--- src/rtl/ufs_pkg.sv ---
package ufs_pkg;

    localparam int unsigned UFS_DEPTH = 32;

    typedef enum logic [0:0] {
        DMA_IDLE  = 1'b0,
        DMA_BURST = 1'b1
    } dma_state_e;

    typedef struct packed {
        logic brk;
        logic ferr;
        logic perr;
    } rx_err_t;

    // Receive trigger fill for a two-bit select, scaled from the depth.
    function automatic int unsigned trig_fill(input logic [1:0] sel, input int unsigned depth);
        unique case (sel)
            2'd0:    return depth / 4;
            2'd1:    return depth / 2;
            2'd2:    return (3 * depth) / 4;
            default: return depth - depth / 8;
        endcase
    endfunction

endpackage

--- src/rtl/ufs_fifo.sv ---
module ufs_fifo #(
    parameter  int DEPTH = 32,
    parameter  int WIDTH = 8,
    localparam int AW    = $clog2(DEPTH),
    localparam int CW    = $clog2(DEPTH + 1)
) (
    input  logic             clk,
    input  logic             rst_n,
    input  logic             flush,
    input  logic             do_push,
    input  logic             do_pop,
    input  logic [WIDTH-1:0] din,
    output logic [WIDTH-1:0] dout,
    output logic [CW-1:0]    fill
);

    localparam logic [AW-1:0] LAST = AW'(DEPTH - 1);

    logic [WIDTH-1:0] mem [DEPTH];
    logic [AW-1:0]    wr_q;
    logic [AW-1:0]    rd_q;
    logic [CW-1:0]    fill_q;

    always_ff @(posedge clk or negedge rst_n) begin
        if (!rst_n) begin
            wr_q   <= '0;
            rd_q   <= '0;
            fill_q <= '0;
        end else if (flush) begin
            wr_q   <= '0;
            rd_q   <= '0;
            fill_q <= '0;
        end else begin
            if (do_push) begin
                wr_q <= (wr_q == LAST) ? '0 : wr_q + 1'b1;
            end
            if (do_pop) begin
                rd_q <= (rd_q == LAST) ? '0 : rd_q + 1'b1;
            end
            fill_q <= fill_q + CW'(do_push) - CW'(do_pop);
        end
    end

    always_ff @(posedge clk) begin
        if (do_push) begin
            mem[wr_q] <= din;
        end
    end

    assign dout = mem[rd_q];
    assign fill = fill_q;

endmodule

--- src/rtl/ufs_dma_fsm.sv ---
module ufs_dma_fsm
    import ufs_pkg::*;
#(
    parameter int CW    = 6,
    parameter bit IS_RX = 1'b1
) (
    input  logic          clk,
    input  logic          rst_n,
    input  logic          blk_mode,
    input  logic [CW-1:0] fill,
    input  logic [CW-1:0] level,
    input  logic [CW-1:0] cap,
    output logic          burst
);

    dma_state_e state_q;
    dma_state_e state_d;
    logic       start_c;
    logic       done_c;

    generate
        if (IS_RX) begin : g_rx
            // receive: start at the trigger, run until drained
            assign start_c = (fill >= level);
            assign done_c  = (fill == '0);
        end else begin : g_tx
            // transmit: start below the level, run until full
            assign start_c = (fill < level);
            assign done_c  = (fill == cap);
        end
    endgenerate

    always_ff @(posedge clk or negedge rst_n) begin
        if (!rst_n) begin
            state_q <= DMA_IDLE;
        end else begin
            state_q <= state_d;
        end
    end

    always_comb begin
        state_d = state_q;
        if (!blk_mode) begin
            state_d = DMA_IDLE;
        end else begin
            unique case (state_q)
                DMA_IDLE:  if (start_c) state_d = DMA_BURST;
                DMA_BURST: if (done_c)  state_d = DMA_IDLE;
            endcase
        end
    end

    always_comb begin
        burst = (state_q == DMA_BURST);
    end

endmodule

--- src/rtl/ufs_lsr.sv ---
module ufs_lsr
    import ufs_pkg::*;
#(
    parameter int CW = 6
) (
    input  logic          clk,
    input  logic          rst_n,
    input  logic          rx_clr,
    input  logic          rx_push,
    input  logic          rx_push_ok,
    input  logic          rx_pop_ok,
    input  logic          in_bad,
    input  rx_err_t       head_err,
    input  logic [CW-1:0] rx_fill,
    input  logic [CW-1:0] tx_fill,
    input  logic          tsr_empty,
    input  logic          lsr_rd,
    output logic [7:0]    lsr
);

    logic          ovr_q;
    logic [CW-1:0] bad_cnt_q;
    logic          rx_any;
    logic          tx_none;
    logic          head_bad;

    assign rx_any   = (rx_fill != '0);
    assign tx_none  = (tx_fill == '0);
    assign head_bad = |head_err;

    always_ff @(posedge clk or negedge rst_n) begin
        if (!rst_n) begin
            ovr_q <= 1'b0;
        end else if (rx_push && !rx_clr && !rx_push_ok) begin
            ovr_q <= 1'b1;
        end else if (lsr_rd) begin
            ovr_q <= 1'b0;
        end
    end

    // number of stored receive characters carrying any error flag
    always_ff @(posedge clk or negedge rst_n) begin
        if (!rst_n) begin
            bad_cnt_q <= '0;
        end else if (rx_clr) begin
            bad_cnt_q <= '0;
        end else begin
            bad_cnt_q <= bad_cnt_q + CW'(rx_push_ok && in_bad) - CW'(rx_pop_ok && head_bad);
        end
    end

    always_comb begin
        lsr[0]   = rx_any;
        lsr[1]   = ovr_q;
        lsr[2]   = rx_any && head_err.perr;
        lsr[3]   = rx_any && head_err.ferr;
        lsr[4]   = rx_any && head_err.brk;
        lsr[5]   = tx_none;
        lsr[6]   = tx_none && tsr_empty;
        lsr[7]   = (bad_cnt_q != '0);
    end

endmodule

--- src/rtl/uart_fifo_status.sv ---
module uart_fifo_status
    import ufs_pkg::*;
#(
    parameter int DEPTH = UFS_DEPTH,
    parameter int WIDTH = 8
) (
    input  logic             clk,
    input  logic             rst_n,
    input  logic             fifo_en,
    input  logic             dma_mode,
    input  logic [1:0]       rx_trig_sel,
    input  logic [2:0]       ier_bits,
    input  logic             rx_flush,
    input  logic             tx_flush,
    input  logic             host_wr,
    input  logic [WIDTH-1:0] host_wdata,
    input  logic             host_rd,
    output logic [WIDTH-1:0] host_rdata,
    input  logic             lsr_rd,
    input  logic             tx_pop,
    output logic [WIDTH-1:0] tx_data,
    input  logic             tsr_empty,
    input  logic             rx_push,
    input  logic [WIDTH-1:0] rx_data,
    input  logic             rx_perr,
    input  logic             rx_ferr,
    input  logic             rx_brk,
    output logic [7:0]       lsr,
    output logic             txrdy_n,
    output logic             rxrdy_n,
    output logic             rx_irq,
    output logic             tx_irq
);

    localparam int            CW       = $clog2(DEPTH + 1);
    localparam int            RXW      = WIDTH + 3;
    localparam logic [CW-1:0] FULL_LVL = CW'(DEPTH);
    localparam logic [CW-1:0] TX_LVL   = CW'(DEPTH / 2);

    logic            fifo_en_q;
    logic            en_flip;
    logic            rx_clr;
    logic            tx_clr;
    logic            blk_mode;
    logic [CW-1:0]   cap;
    logic [CW-1:0]   rx_level;
    logic [CW-1:0]   rx_fill;
    logic [CW-1:0]   tx_fill;
    logic            rx_do_push;
    logic            rx_do_pop;
    logic            tx_do_push;
    logic            tx_do_pop;
    logic [RXW-1:0]  rx_head;
    rx_err_t         head_err;
    logic            rx_burst;
    logic            tx_burst;
    logic            rx_hit;

    // a change of the queue enable empties both queues
    always_ff @(posedge clk or negedge rst_n) begin
        if (!rst_n) begin
            fifo_en_q <= 1'b0;
        end else begin
            fifo_en_q <= fifo_en;
        end
    end

    assign en_flip  = fifo_en ^ fifo_en_q;
    assign rx_clr   = rx_flush | en_flip;
    assign tx_clr   = tx_flush | en_flip;
    assign blk_mode = fifo_en & dma_mode;
    assign cap      = fifo_en ? FULL_LVL : CW'(1);
    assign rx_level = CW'(trig_fill(rx_trig_sel, DEPTH));

    assign rx_do_push = rx_push && !rx_clr && (rx_fill < cap);
    assign rx_do_pop  = host_rd && !rx_clr && (rx_fill != '0);
    assign tx_do_push = host_wr && !tx_clr && (tx_fill < cap);
    assign tx_do_pop  = tx_pop  && !tx_clr && (tx_fill != '0);

    ufs_fifo #(.DEPTH(DEPTH), .WIDTH(RXW)) u_rxq (
        .clk     (clk),
        .rst_n   (rst_n),
        .flush   (rx_clr),
        .do_push (rx_do_push),
        .do_pop  (rx_do_pop),
        .din     ({rx_brk, rx_ferr, rx_perr, rx_data}),
        .dout    (rx_head),
        .fill    (rx_fill)
    );

    ufs_fifo #(.DEPTH(DEPTH), .WIDTH(WIDTH)) u_txq (
        .clk     (clk),
        .rst_n   (rst_n),
        .flush   (tx_clr),
        .do_push (tx_do_push),
        .do_pop  (tx_do_pop),
        .din     (host_wdata),
        .dout    (tx_data),
        .fill    (tx_fill)
    );

    assign host_rdata = rx_head[WIDTH-1:0];
    assign head_err   = rx_err_t'(rx_head[RXW-1:WIDTH]);

    ufs_dma_fsm #(.CW(CW), .IS_RX(1'b1)) u_rx_fsm (
        .clk      (clk),
        .rst_n    (rst_n),
        .blk_mode (blk_mode),
        .fill     (rx_fill),
        .level    (rx_level),
        .cap      (FULL_LVL),
        .burst    (rx_burst)
    );

    ufs_dma_fsm #(.CW(CW), .IS_RX(1'b0)) u_tx_fsm (
        .clk      (clk),
        .rst_n    (rst_n),
        .blk_mode (blk_mode),
        .fill     (tx_fill),
        .level    (TX_LVL),
        .cap      (FULL_LVL),
        .burst    (tx_burst)
    );

    ufs_lsr #(.CW(CW)) u_lsr (
        .clk        (clk),
        .rst_n      (rst_n),
        .rx_clr     (rx_clr),
        .rx_push    (rx_push),
        .rx_push_ok (rx_do_push),
        .rx_pop_ok  (rx_do_pop),
        .in_bad     (rx_perr | rx_ferr | rx_brk),
        .head_err   (head_err),
        .rx_fill    (rx_fill),
        .tx_fill    (tx_fill),
        .tsr_empty  (tsr_empty),
        .lsr_rd     (lsr_rd),
        .lsr        (lsr)
    );

    assign txrdy_n = blk_mode ? !tx_burst : (tx_fill != '0);
    assign rxrdy_n = blk_mode ? !rx_burst : (rx_fill == '0);
    assign rx_hit  = fifo_en ? (rx_fill >= rx_level) : (rx_fill != '0);
    assign rx_irq  = (ier_bits[0] && rx_hit) || (ier_bits[2] && (|lsr[4:1]));
    assign tx_irq  = ier_bits[1] && (tx_fill == '0);

endmodule

--- config.mk ---
export PLATFORM = sky130hd
export DESIGN_NAME = uart_fifo_status
export DESIGN_NICKNAME = d
export VERILOG_FILES = /design/src/rtl/ufs_pkg.sv /design/src/rtl/ufs_fifo.sv /design/src/rtl/ufs_dma_fsm.sv /design/src/rtl/ufs_lsr.sv /design/src/rtl/uart_fifo_status.sv
export SDC_FILE = /design/constraint.sdc
export NUM_CORES = 1
export LEC_CHECK = 0
export ABC_AREA = 1
export BUFFER_PORTS_ARGS = -buffer_cell sky130_fd_sc_hd__clkbuf_2
export CELL_PAD_IN_SITES_DETAIL_PLACEMENT = 1
export CELL_PAD_IN_SITES_GLOBAL_PLACEMENT = 1
export CORE_MARGIN = 3
export CORE_UTILIZATION = 55
export DETAILED_ROUTE_END_ITERATION = 12
export PLACE_DENSITY = 0.93
export SYNTH_ARGS = -nofsm -noshare
export SYNTH_HDL_FRONTEND = slang
export SYNTH_SLANG_ARGS = --single-unit
export TNS_END_PERCENT = 100
--- constraint.sdc ---
create_clock -name clk -period 4.4 [get_ports clk]
set_input_delay 0 -clock clk [delete_from_list [all_inputs] [get_ports clk]]
set_output_delay 0 -clock clk [all_outputs]
set_load 0.01 [all_outputs]
==> run metrics <==
Most used DFF post-synth=edfxtp_1; Critical Path AT=4.01 ns; CP Capture Type=output pin; Power Dens Cells=482 mW/mm^2; htree depth=3; vias per cell=6.38; r2r endpoint=u_lsr.bad_cnt_q[4]; antenna-violating nets left=0; Yosys reg bits=650; Die Y=228 um; sequential element share of the synthesized area=0.713; RR Startpoint=u_rxq.rd_q[0]; nets@finish=2,368; Max Cap Violations=0; final WL=80,900 um; initial antenna violation count=1; CP Cell Sequence=inv_4 > buf_6 > o21ai_0 > o22ai_1 > o21ai_0 > o22ai_1 > nand2_1 > o31ai_2 > clkbuf_2; CTS tree=yes; Root Buffer=clkbuf_16; DRT iter0 DRCs=2,305; Vias=19,100; headroom to the max-slew limit=0.0699; leak pwr=10.6 nW; worst skew pair latency=0.61 ns; mapped cell area=0.0271 mm^2; Hold Vio Cnt, Final=0; Synth area leader=edfxtp_1; Pre-antenna DRT Iters=6; Initial Utilization=0.562; Setup Crit Path Kind=reg -> out; Max Clk Rate=249 MHz; number of global-route vias before repair=20,700; syn_nets=2,319; DRC=0; flop2flop setup slack=0.44 ns; core area=0.0482 mm^2; Max clock buf depth=3; die area=0.0520 mm^2; Req. time, crit path=4.40 ns; DIE WIDTH=228 um; IO Pins=64; CP Max Fanout=122; final core occ=0.623; Row Count=80; total track usage=0.310; share of layout cells above drive strength 1=0.0934; delay of the slowest cell on the worst path=0.72 ns; Worst Reg2Reg Path Length in Cells=20; Synth Instances=2,234; synth top area cells=edfxtp_1 (67%), nor2_1 (5.8%), o21ai_0 (5.7%); TritonCTS Buffers=67; clock-pin slew on the worst setup and hold paths=0.06 ns; Netlist cell types=43; area growth from synthesis to layout=10.9%; startpoint types=register; wire length per cell=27.0 um; EDFF count, synth=608; Final Critical Period=4.01 ns; outcome=completed; Final Wtd Congestion=0.823; first-pass GRT wire length=123,000 um; Synth top area share=0.674; Slew Viols, Final=0; Max VDD drop=0.530 mV; Async SR Flop Fraction=0.0646; Worst-Margin Slew=1.39 ns; Clock Skews=0.0216 ns; Final period util=0.911; fillcell total=4,775; slowest cell on the critical path=buf_6; unrepaired setup endpoints after global routing=false; final setup vio count=0; CTS Sinks=650; Port Buffer Count=63; syn_area_per_cell=12.1 um^2; HP Class=in -> async; yosys warns=0; GRT overflow=0; HPWL after detailed placement=48,700 um; largest net degree at the start of global routing=123; setup TNS=0 ns
## critical path, delay by kind of cell (launching register included)
kind                   cells  cell delay (ns)
AO/OA/AOI/OAI              5             1.07
buffers and inverters      3             1.44
flip-flops                 1             0.68
AND/OR/NAND/NOR            1             0.12
## Yosys cell counts (2+ instances only)
library cell / count
buf_2: 35
edfxtp_1: 608
ha_1: 46
o32ai_1: 2
nand4_1: 2
o21ai_1: 20
buf_1: 2
nand2_1: 249
fa_1: 3
o211ai_1: 2
o22ai_1: 154
inv_4: 2
a21oi_1: 45
inv_1: 74
nand2_4: 6
mux2i_1: 4
inv_6: 2
buf_4: 12
inv_2: 5
xor2_1: 8
clkbuf_1: 68
buf_6: 11
dfrtp_1: 42
nor2_4: 3
o21ai_0: 310
o21bai_1: 2
nand2_2: 3
or2_1: 2
o31ai_2: 2
nor2_1: 418
nand3_1: 80
## registers in the layout (all words and copies together) (netlist names), 5 cells and up
register,count
u_rxq.mem,352
u_txq.mem,256
u_lsr.bad_cnt_q,6
u_rxq.fill,6
u_txq.fill,6
u_rxq.rd_q,5
u_rxq.wr_q,5
u_txq.rd_q,5
u_txq.wr_q,5
## cell families after synthesis
kind of cell               synth area share
adders and majority gates            0.0235
muxes                               0.00148
xor gates and xnor gates            0.00291
buffers and inverters                0.0362
DFF                                   0.713
and+or+nand+nor                       0.114
AOI/OAI and AO/OA                     0.109
## area by class of cell
type,instances,area (um^2),share of cell area
multi-input cells,1372,6810,0.227
clock inverters,35,265,0.00883
inverters,84,334,0.0111
flip-flops and latches,650,19300,0.643
well taps,656,821,0.0273
diodes,1,2.50,0.0000833
repair buffers,108,697,0.0232
clock buffers,86,1790,0.0596
## worst max path at each step
stage	from	endpoint	slack, ns	cells past startpoint
3_5_place_dp	u_rxq.rd_q[0]	u_lsr.bad_cnt_q[4]	0.55	20
3_3_place_gp	u_rxq.rd_q[0]	u_lsr.bad_cnt_q[4]	0.79	20
5_1_grt	u_rxq.rd_q[0]	host_rdata[0]	0.15	9
4_1_cts	u_rxq.rd_q[0]	host_rdata[6]	0.13	9
2_1_floorplan	u_rxq.rd_q[1]	u_lsr.bad_cnt_q[4]	1.58	21
6_report	u_rxq.rd_q[0]	host_rdata[6]	0.39	9
## stage by stage
step                      instance area (um^2)  total power, mW  cells  setup slack (ns)  hold slack [ns]
after floorplan                          27100             8.40   2234              1.58           -0.296
after global placement                   27900             8.91   2859             0.791            0.145
after detailed placement                 27900             9.09   2859             0.551            0.155
after CTS                                30000             14.5   2991             0.126           0.0376
after global routing                     30000             15.0   2992             0.147           0.0663
final                                    30000             14.5   2992             0.390           0.0304
## cells in the final DEF, fill, tap and decap left out, types with 11 or more instances in the layout
cell           synthesis  final
o22ai_1              154    154
ha_1                  46     46
a21oi_1               45     45
o21ai_1               20     20
dfrtp_1               42     39
nor2_1               418    416
clkbuf_16              0     68
nand2_1              249    249
dlygate4sd3_1          0     11
edfxtp_1             608    608
o21ai_0              310    310
clkinv_1               1     17
nand3_1               80     80
clkbuf_1              68     16
buf_4                 12     32
inv_1                 74     73
clkbuf_2               0     63
## report_power, final
group	switching (mW)	leakage, nW	internal [mW]
registers	0.107	6.04	6.83
clock network	2.39	1.00	3.06
logic	1.49	3.51	0.611
total	3.98	10.6	10.5
## layer usage
layer / GRT usage / vias up / share of wire
met2: 0.547 / 1044 / 0.52
met1: 0.365 / 9605 / 0.36
met3: 0.0539 / 331 / 0.069
met4: 0.163 / 0 / 0.057
met5: 0 / - / 0
li1: - / 8122 / -
## timing repair
action,4_1_cts,5_1_grt
buffers inserted,0,0
hold endpoints to repair,83,0
resized for setup,0,1
endpoints found under the setup margin,0,3
hold buffers,11,0
(Power assumes the default switching activity.)
